==> src/rtl/simd_red_pkg.sv <==
package simd_red_pkg;

  typedef enum logic [2:0] {
    RK_SMAX = 3'd0,
    RK_UMAX = 3'd1,
    RK_SMIN = 3'd2,
    RK_UMIN = 3'd3,
    RK_ADD  = 3'd4
  } red_kind_e;

  localparam logic [4:0] OPC_MAX = 5'b01010;
  localparam logic [4:0] OPC_MIN = 5'b11010;
  localparam logic [4:0] OPC_SUM = 5'b11011;

  // number of supported lane sizes (8, 16, 32 bits)
  localparam int NUM_SIZES = 3;

endpackage

==> src/rtl/simd_red_decode.sv <==
module simd_red_decode
  import simd_red_pkg::*;
(
  input  logic       u_bit,
  input  logic [4:0] opcode,
  input  logic [1:0] size,
  input  logic       q_bit,
  output red_kind_e  kind,
  output logic       illegal
);

  logic op_bad;

  always_comb begin
    kind   = RK_ADD;
    op_bad = 1'b0;
    unique case (opcode)
      OPC_MAX: kind = u_bit ? RK_UMAX : RK_SMAX;
      OPC_MIN: kind = u_bit ? RK_UMIN : RK_SMIN;
      OPC_SUM: begin
        kind   = RK_ADD;
        op_bad = u_bit;
      end
      default: op_bad = 1'b1;
    endcase
  end

  // size 11 has no lane width here; two 32-bit lanes are not supported
  assign illegal = op_bad
                 || (int'(size) >= NUM_SIZES)
                 || (size == 2'b10 && !q_bit);

endmodule

==> src/rtl/simd_red_op.sv <==
module simd_red_op
  import simd_red_pkg::*;
#(
  parameter int LANE_W = 8
) (
  input  red_kind_e         kind,
  input  logic [LANE_W-1:0] a,
  input  logic [LANE_W-1:0] b,
  output logic [LANE_W-1:0] y
);

  logic [LANE_W-1:0] a_bias, b_bias;
  logic              lt_s, lt_u;

  // flipping the sign bit turns a signed compare into an unsigned one
  assign a_bias = {~a[LANE_W-1], a[LANE_W-2:0]};
  assign b_bias = {~b[LANE_W-1], b[LANE_W-2:0]};
  assign lt_s   = a_bias < b_bias;
  assign lt_u   = a < b;

  always_comb begin
    unique case (kind)
      RK_SMAX: y = lt_s ? b : a;
      RK_UMAX: y = lt_u ? b : a;
      RK_SMIN: y = lt_s ? a : b;
      RK_UMIN: y = lt_u ? a : b;
      RK_ADD:  y = a + b;
      default: y = '0;
    endcase
  end

endmodule

==> src/rtl/simd_red_tree.sv <==
module simd_red_tree
  import simd_red_pkg::*;
#(
  parameter int DATA_W = 128,
  parameter int LANE_W = 8
) (
  input  red_kind_e         kind,
  input  logic [DATA_W-1:0] vec,
  output logic [LANE_W-1:0] scalar
);

  localparam int NLANES = DATA_W / LANE_W;
  localparam int LEVELS = $clog2(NLANES);

  wire [DATA_W-1:0] stg [LEVELS+1];

  assign stg[0] = vec;

  // each level combines the upper half of the live lanes with the lower half
  for (genvar lv = 0; lv < LEVELS; lv++) begin : g_lvl
    localparam int HALF_LANES = NLANES >> (lv + 1);
    localparam int HALF_BITS  = HALF_LANES * LANE_W;
    for (genvar ln = 0; ln < HALF_LANES; ln++) begin : g_lane
      simd_red_op #(.LANE_W(LANE_W)) u_op (
        .kind (kind),
        .a    (stg[lv][ln*LANE_W +: LANE_W]),
        .b    (stg[lv][HALF_BITS + ln*LANE_W +: LANE_W]),
        .y    (stg[lv+1][ln*LANE_W +: LANE_W])
      );
    end
    assign stg[lv+1][DATA_W-1:HALF_BITS] = '0;
  end

  assign scalar = stg[LEVELS][LANE_W-1:0];

endmodule

==> src/rtl/simd_red_unit.sv <==
module simd_red_unit
  import simd_red_pkg::*;
#(
  parameter int DATA_W      = 128,
  parameter int BASE_LANE_W = 8
) (
  input  logic              clk,
  input  logic              rst_n,
  input  logic              in_valid,
  output logic              in_ready,
  input  logic [DATA_W-1:0] in_data,
  input  logic              in_u,
  input  logic [4:0]        in_opcode,
  input  logic [1:0]        in_size,
  input  logic              in_q,
  output logic              out_valid,
  input  logic              out_ready,
  output logic [DATA_W-1:0] out_data,
  output logic              out_illegal
);

  localparam int HALF_W     = DATA_W / 2;
  localparam int MAX_LANE_W = BASE_LANE_W << (NUM_SIZES - 1);

  red_kind_e         kind;
  logic              illegal;
  logic [DATA_W-1:0] prepped;
  logic [DATA_W-1:0] next_data;
  wire  [MAX_LANE_W-1:0] red_by_size [NUM_SIZES];

  simd_red_decode u_dec (
    .u_bit   (in_u),
    .opcode  (in_opcode),
    .size    (in_size),
    .q_bit   (in_q),
    .kind    (kind),
    .illegal (illegal)
  );

  // half width: the sum clears the top half, max/min mirror the bottom half
  always_comb begin
    if (in_q)
      prepped = in_data;
    else if (kind == RK_ADD)
      prepped = {{HALF_W{1'b0}}, in_data[HALF_W-1:0]};
    else
      prepped = {in_data[HALF_W-1:0], in_data[HALF_W-1:0]};
  end

  for (genvar sz = 0; sz < NUM_SIZES; sz++) begin : g_size
    localparam int LW = BASE_LANE_W << sz;
    logic [LW-1:0] lane_res;
    simd_red_tree #(.DATA_W(DATA_W), .LANE_W(LW)) u_tree (
      .kind   (kind),
      .vec    (prepped),
      .scalar (lane_res)
    );
    assign red_by_size[sz] = MAX_LANE_W'(lane_res);
  end

  always_comb begin
    next_data = '0;
    if (!illegal && int'(in_size) < NUM_SIZES)
      next_data = DATA_W'(red_by_size[in_size]);
  end

  assign in_ready = !out_valid || out_ready;

  always_ff @(posedge clk or negedge rst_n) begin
    if (!rst_n) begin
      out_valid   <= 1'b0;
      out_data    <= '0;
      out_illegal <= 1'b0;
    end else if (in_valid && in_ready) begin
      out_valid   <= 1'b1;
      out_data    <= next_data;
      out_illegal <= illegal;
    end else if (out_ready) begin
      out_valid   <= 1'b0;
    end
  end

endmodule

==> config.mk <==
export PLATFORM = sky130hd
export DESIGN_NAME = simd_red_unit
export DESIGN_NICKNAME = d
export VERILOG_FILES = /design/src/rtl/simd_red_pkg.sv /design/src/rtl/simd_red_decode.sv /design/src/rtl/simd_red_op.sv /design/src/rtl/simd_red_tree.sv /design/src/rtl/simd_red_unit.sv
export SDC_FILE = /design/constraint.sdc
export NUM_CORES = 1
export LEC_CHECK = 0
export BUFFER_PORTS_ARGS = -buffer_cell sky130_fd_sc_hd__clkbuf_2
export CAP_MARGIN = 15
export CORE_MARGIN = 1
export CORE_UTILIZATION = 55
export DETAILED_ROUTE_END_ITERATION = 10
export PLACE_DENSITY = 0.78
export SLEW_MARGIN = 20
export SYNTH_ARGS = -nofsm -noshare
export SYNTH_HDL_FRONTEND = slang
export SYNTH_SLANG_ARGS = --single-unit
export TNS_END_PERCENT = 1
==> constraint.sdc <==
create_clock -name clk -period 2.2 [get_ports clk]
set_input_delay 0.22 -clock clk [delete_from_list [all_inputs] [get_ports clk]]
set_output_delay 0.22 -clock clk [all_outputs]
set_load 0.05 [all_outputs]
==> flow_summary.json, run 1 <==
{
  "ctsRootBufferMaster": "clkbuf_16",
  "yosys-top-cells-area": "ha_1 (20%), mux2i_1 (6.7%), a21oi_1 (5.6%)",
  "die_w_um": 223.1,
  "synthFlopType": "dfrtp_1",
  "outcome": "stopped before the end",
  "yosysMostFrequentCell": "ha_1",
  "cts.htree.levels": 2,
  "fp.dieH_um": 223.1,
  "rows": 80,
  "grt_max_degree": 63,
  "error_line": "[ERROR GRT-0116] Global routing finished with congestion. Check the congestion regions in the DRC Viewer.",
  "synth_cell_type_count": 105,
  "grt_pass1_vias": 47900,
  "overflow": 807,
  "yosys.area.top_type": "ha_1",
  "yosysSeqAreaShare": 0.03165,
  "dp_hpwl_mm": 118.5,
  "grtUsageTotal": 0.8153,
  "syn_avg_cell_area_um2": 6.917,
  "start_util": 0.5607,
  "gp_congestion": 1.222,
  "synth-async-reset-ratio": 1.000,
  "synth-seq-cells": 34,
  "synth_edf_count": 0,
  "port_buffers": 175,
  "cts_max_path_buffers": 2,
  "clock_sinks": 34,
  "synthTopCellsByCount": "ha_1 (420), nand2_1 (396), inv_1 (344)",
  "ios": 272,
  "syn_inst": 3887,
  "synth_top_area_share": 0.1955,
  "haltStage": "5_1_grt",
  "grt_first_pass_wirelength_mm": 312.6,
  "cts_buffers": 5,
  "ys.warnings.count": 0,
  "syn_area_um2": 26880
}
logic make-up after synthesis:
group | synth area share
AOI/OAI and AO/OA | 0.3068
xor gates and xnor gates | 0.07674
adders and majority gates | 0.2096
buffers and inverters | 0.1028
DFF | 0.03165
muxes | 0.07716
other | 0.0001395
and+or+nand+nor | 0.1951
layer usage:
metal | overflow | GRT usage
met2 | 571 | 0.9714
met5 | 1 | 0.3920
met1 | 6 | 0.7968
met3 | 12 | 0.6992
met4 | 217 | 0.8147
timing repair:
action	4_1_cts
hold endpoints to repair	17
setup buffers	41
resized for setup	143
pin swaps	62
hold buffers	1
cloned	2
endpoints found under the setup margin	32
per-stage QoR:
stage                     setup WS, ps  instances  setup TNS, ps  utilization  area [um2]
after detailed placement         -8434       6010        -220270       0.8193       39280
after floorplan                  -7075       3982        -185420            -       27610
after CTS                        -7173       6062        -202520       0.8436       40450
after global placement           -7729       6010        -207250       0.8193       39280
==> run 2: changes to the inputs <==
CORE_UTILIZATION = 40   (was 55)
PLACE_DENSITY = unset   (was 0.78)
PLACE_DENSITY_LB_ADDON = 0.15   (was unset)
clock period = 2.9 ns   (was 2.2 ns; I/O delays follow)
==> flow_summary.json, run 2 <==
{
  "place_ws_ps": -7447,
  "overflow": 0,
  "fp.dieH_um": 261.3,
  "syn_avg_cell_area_um2": 6.917,
  "dpl_cell_area_um2": 40450,
  "grt_max_degree": 48,
  "cts_hold_buf": 0,
  "clock.fmax_mhz": 101.8,
  "cts_buffers": 5,
  "ant_nets": 0,
  "drc": 8,
  "areaGrowthSynthToFinish_pct": 56.69,
  "cap_violations": 0,
  "crit_top_cell": "buf_4",
  "core-area_um2": 66100,
  "hold_path_class": "in -> async",
  "cp.arrival_ps": 10000,
  "cts_max_path_buffers": 2,
  "grt_first_pass_wirelength_mm": 205.6,
  "cts_tree": "done",
  "yosysMostFrequentCell": "ha_1",
  "fill_cells": 6318,
  "setup_slack_ps": -6921,
  "synth_top_area_share": 0.1955,
  "grtUsageTotal": 0.3990,
  "cts.clk_slew.worst_paths_ps": 60,
  "synth-async-reset-ratio": 1.000,
  "yosys-top-cells-area": "ha_1 (20%), mux2i_1 (6.7%), a21oi_1 (5.6%)",
  "syn_area_um2": 26880,
  "cp-start-kind": "input port",
  "dp.cells": 6362,
  "start_util": 0.4067,
  "first_iter_violations": 3161,
  "die-area_um2": 68250,
  "synth_cell_type_count": 105,
  "final_area_um2": 42130,
  "port_buffers": 175,
  "finalNetCount": 6139,
  "die_w_um": 261.3,
  "worstPathRequired_ps": 3080,
  "vias": 35430,
  "wire_per_inst_um": 22.03,
  "ys.warnings.count": 0,
  "routed_wl_mm": 141.5,
  "hold_viol_final": 0,
  "top_register": "out_data",
  "yosysSeqAreaShare": 0.03165,
  "synth_edf_count": 0,
  "cts.htree.levels": 2,
  "critical_path_class": "in -> reg",
  "leakage_nw": 21.98,
  "drive_above_1_share": 0.3798,
  "grt_pass1_vias": 33940,
  "regArea_um2": 850.8,
  "rrSetupSlack_ps": 400,
  "firstDrtPassIters": 11,
  "power_w": 0.03760,
  "fin_skew_ps": 6.959,
  "rr_worst_depth": 8,
  "synth-seq-cells": 34,
  "ctsRootBufferMaster": "clkbuf_16",
  "crit_slowest_cell": "a221o_1",
  "worstPathMaxFanout": 7,
  "tightestPinTransition_ps": 920.1,
  "slew_headroom": 0.3866,
  "final_common_cell": "buf_4",
  "rsz0062_at_grt": "true",
  "synthTopCellsByCount": "ha_1 (420), nand2_1 (396), inv_1 (344)",
  "dp_hpwl_mm": 120.0,
  "period_needed_ps": 9821,
  "clock_sinks": 34,
  "ios": 272,
  "gp_congestion": 1.059,
  "slew_violations": 0,
  "cp_slowest_stage_delay_ps": 410,
  "clkLatencyLatePin_ps": 300,
  "power.density_nw_per_um2": 892.5,
  "largestRegisters": "out_data x32, out_illegal x1, out_valid x1",
  "utilization": 0.6373,
  "period_share": 3.387,
  "synthFlopType": "dfrtp_1",
  "end_kind": "flop",
  "rows": 94,
  "ir_drop_uv": 1478,
  "antenna_cells": 0,
  "vias_per_cell": 5.517,
  "syn_inst": 3887,
  "setup_viol": 32,
  "grt_antenna_before_repair": 2,
  "violations": "DRC, setup timing",
  "multi_input_area_um2": 24980,
  "mostFrequentLayoutCells": "buf_4 (1644), ha_1 (402), nand2_1 (393), inv_1 (343)",
  "yosys.area.top_type": "ha_1",
  "largest_reg_flops": 32,
  "final_cell_count_no_fill": 6422,
  "outcome": "finished, violations left"
}
run 2: path summary, 6_finish.rpt:
| check | from | endpoint |
|---|---|---|
| min in group clk | in_valid | out_valid |
| setup reg to reg | out_valid | out_data[1] |
| hold / removal | rst_n | out_data[9] |
| setup / recovery | in_opcode[0] | out_data[2] |
| hold reg to reg | out_data[24] | out_data[24] |
| max in group asynchronous | rst_n | out_data[24] |
run 2: kinds of logic after synthesis:
group / after synthesis / share of synthesized area
AOI/OAI and AO/OA: 1234 / 0.3068
xor gates and xnor gates: 233 / 0.07674
adders and majority gates: 439 / 0.2096
buffers and inverters: 623 / 0.1028
DFF: 34 / 0.03165
muxes: 204 / 0.07716
other: 1 / 0.0001395
and+or+nand+nor: 1119 / 0.1951
run 2: layer usage:
| layer | track usage | share of wire |
|---|---|---|
| met5 | 0 | 0.00011 |
| met4 | 0.2855 | 0.086 |
| met3 | 0.04123 | 0.063 |
| met2 | 0.6501 | 0.44 |
| met1 | 0.4905 | 0.41 |
run 2: layout make-up:
cell class	instances	area share
multi-input combinational	3325	0.5930
timing repair buffer	1846	0.3269
inverter	347	0.03092
tap	864	0.02566
sequential	34	0.02020
clock buffer	6	0.003297
run 2: metrics by stage:
step / TNS (ps) / hold slack (ps)
floorplan: -165260 / -5.591
global placement: -198270 / 475.4
detailed placement: -202540 / 474.6
CTS: -180690 / 180.2
global route: -194410 / 191.5
finish: -182420 / 122.5
run 2: critical path: cells and delay by family:
family | cells | cell delay, ps
adder cells (fa/ha/maj) | 4 | 860
AO/OA/AOI/OAI | 20 | 4420
multiplexers | 2 | 610
AND/OR/NAND/NOR | 7 | 1500
XOR/XNOR | 3 | 600
buffers and inverters | 12 | 1700
run 2: power by group:
part	internal (W)	leakage [nW]	switching (W)
combinational	0.0178	21.4	0.0187
sequential	0.000503	0.465	0.0000358
clock	0.000333	0.0688	0.000223
run 2: what timing repair did:
action	in CTS	in global routing
setup endpoints to repair	32	32
buffers inserted	23	29
resized for setup	98	130
cloned	2	1
pin swaps	31	78
(Power assumes the default switching activity.)
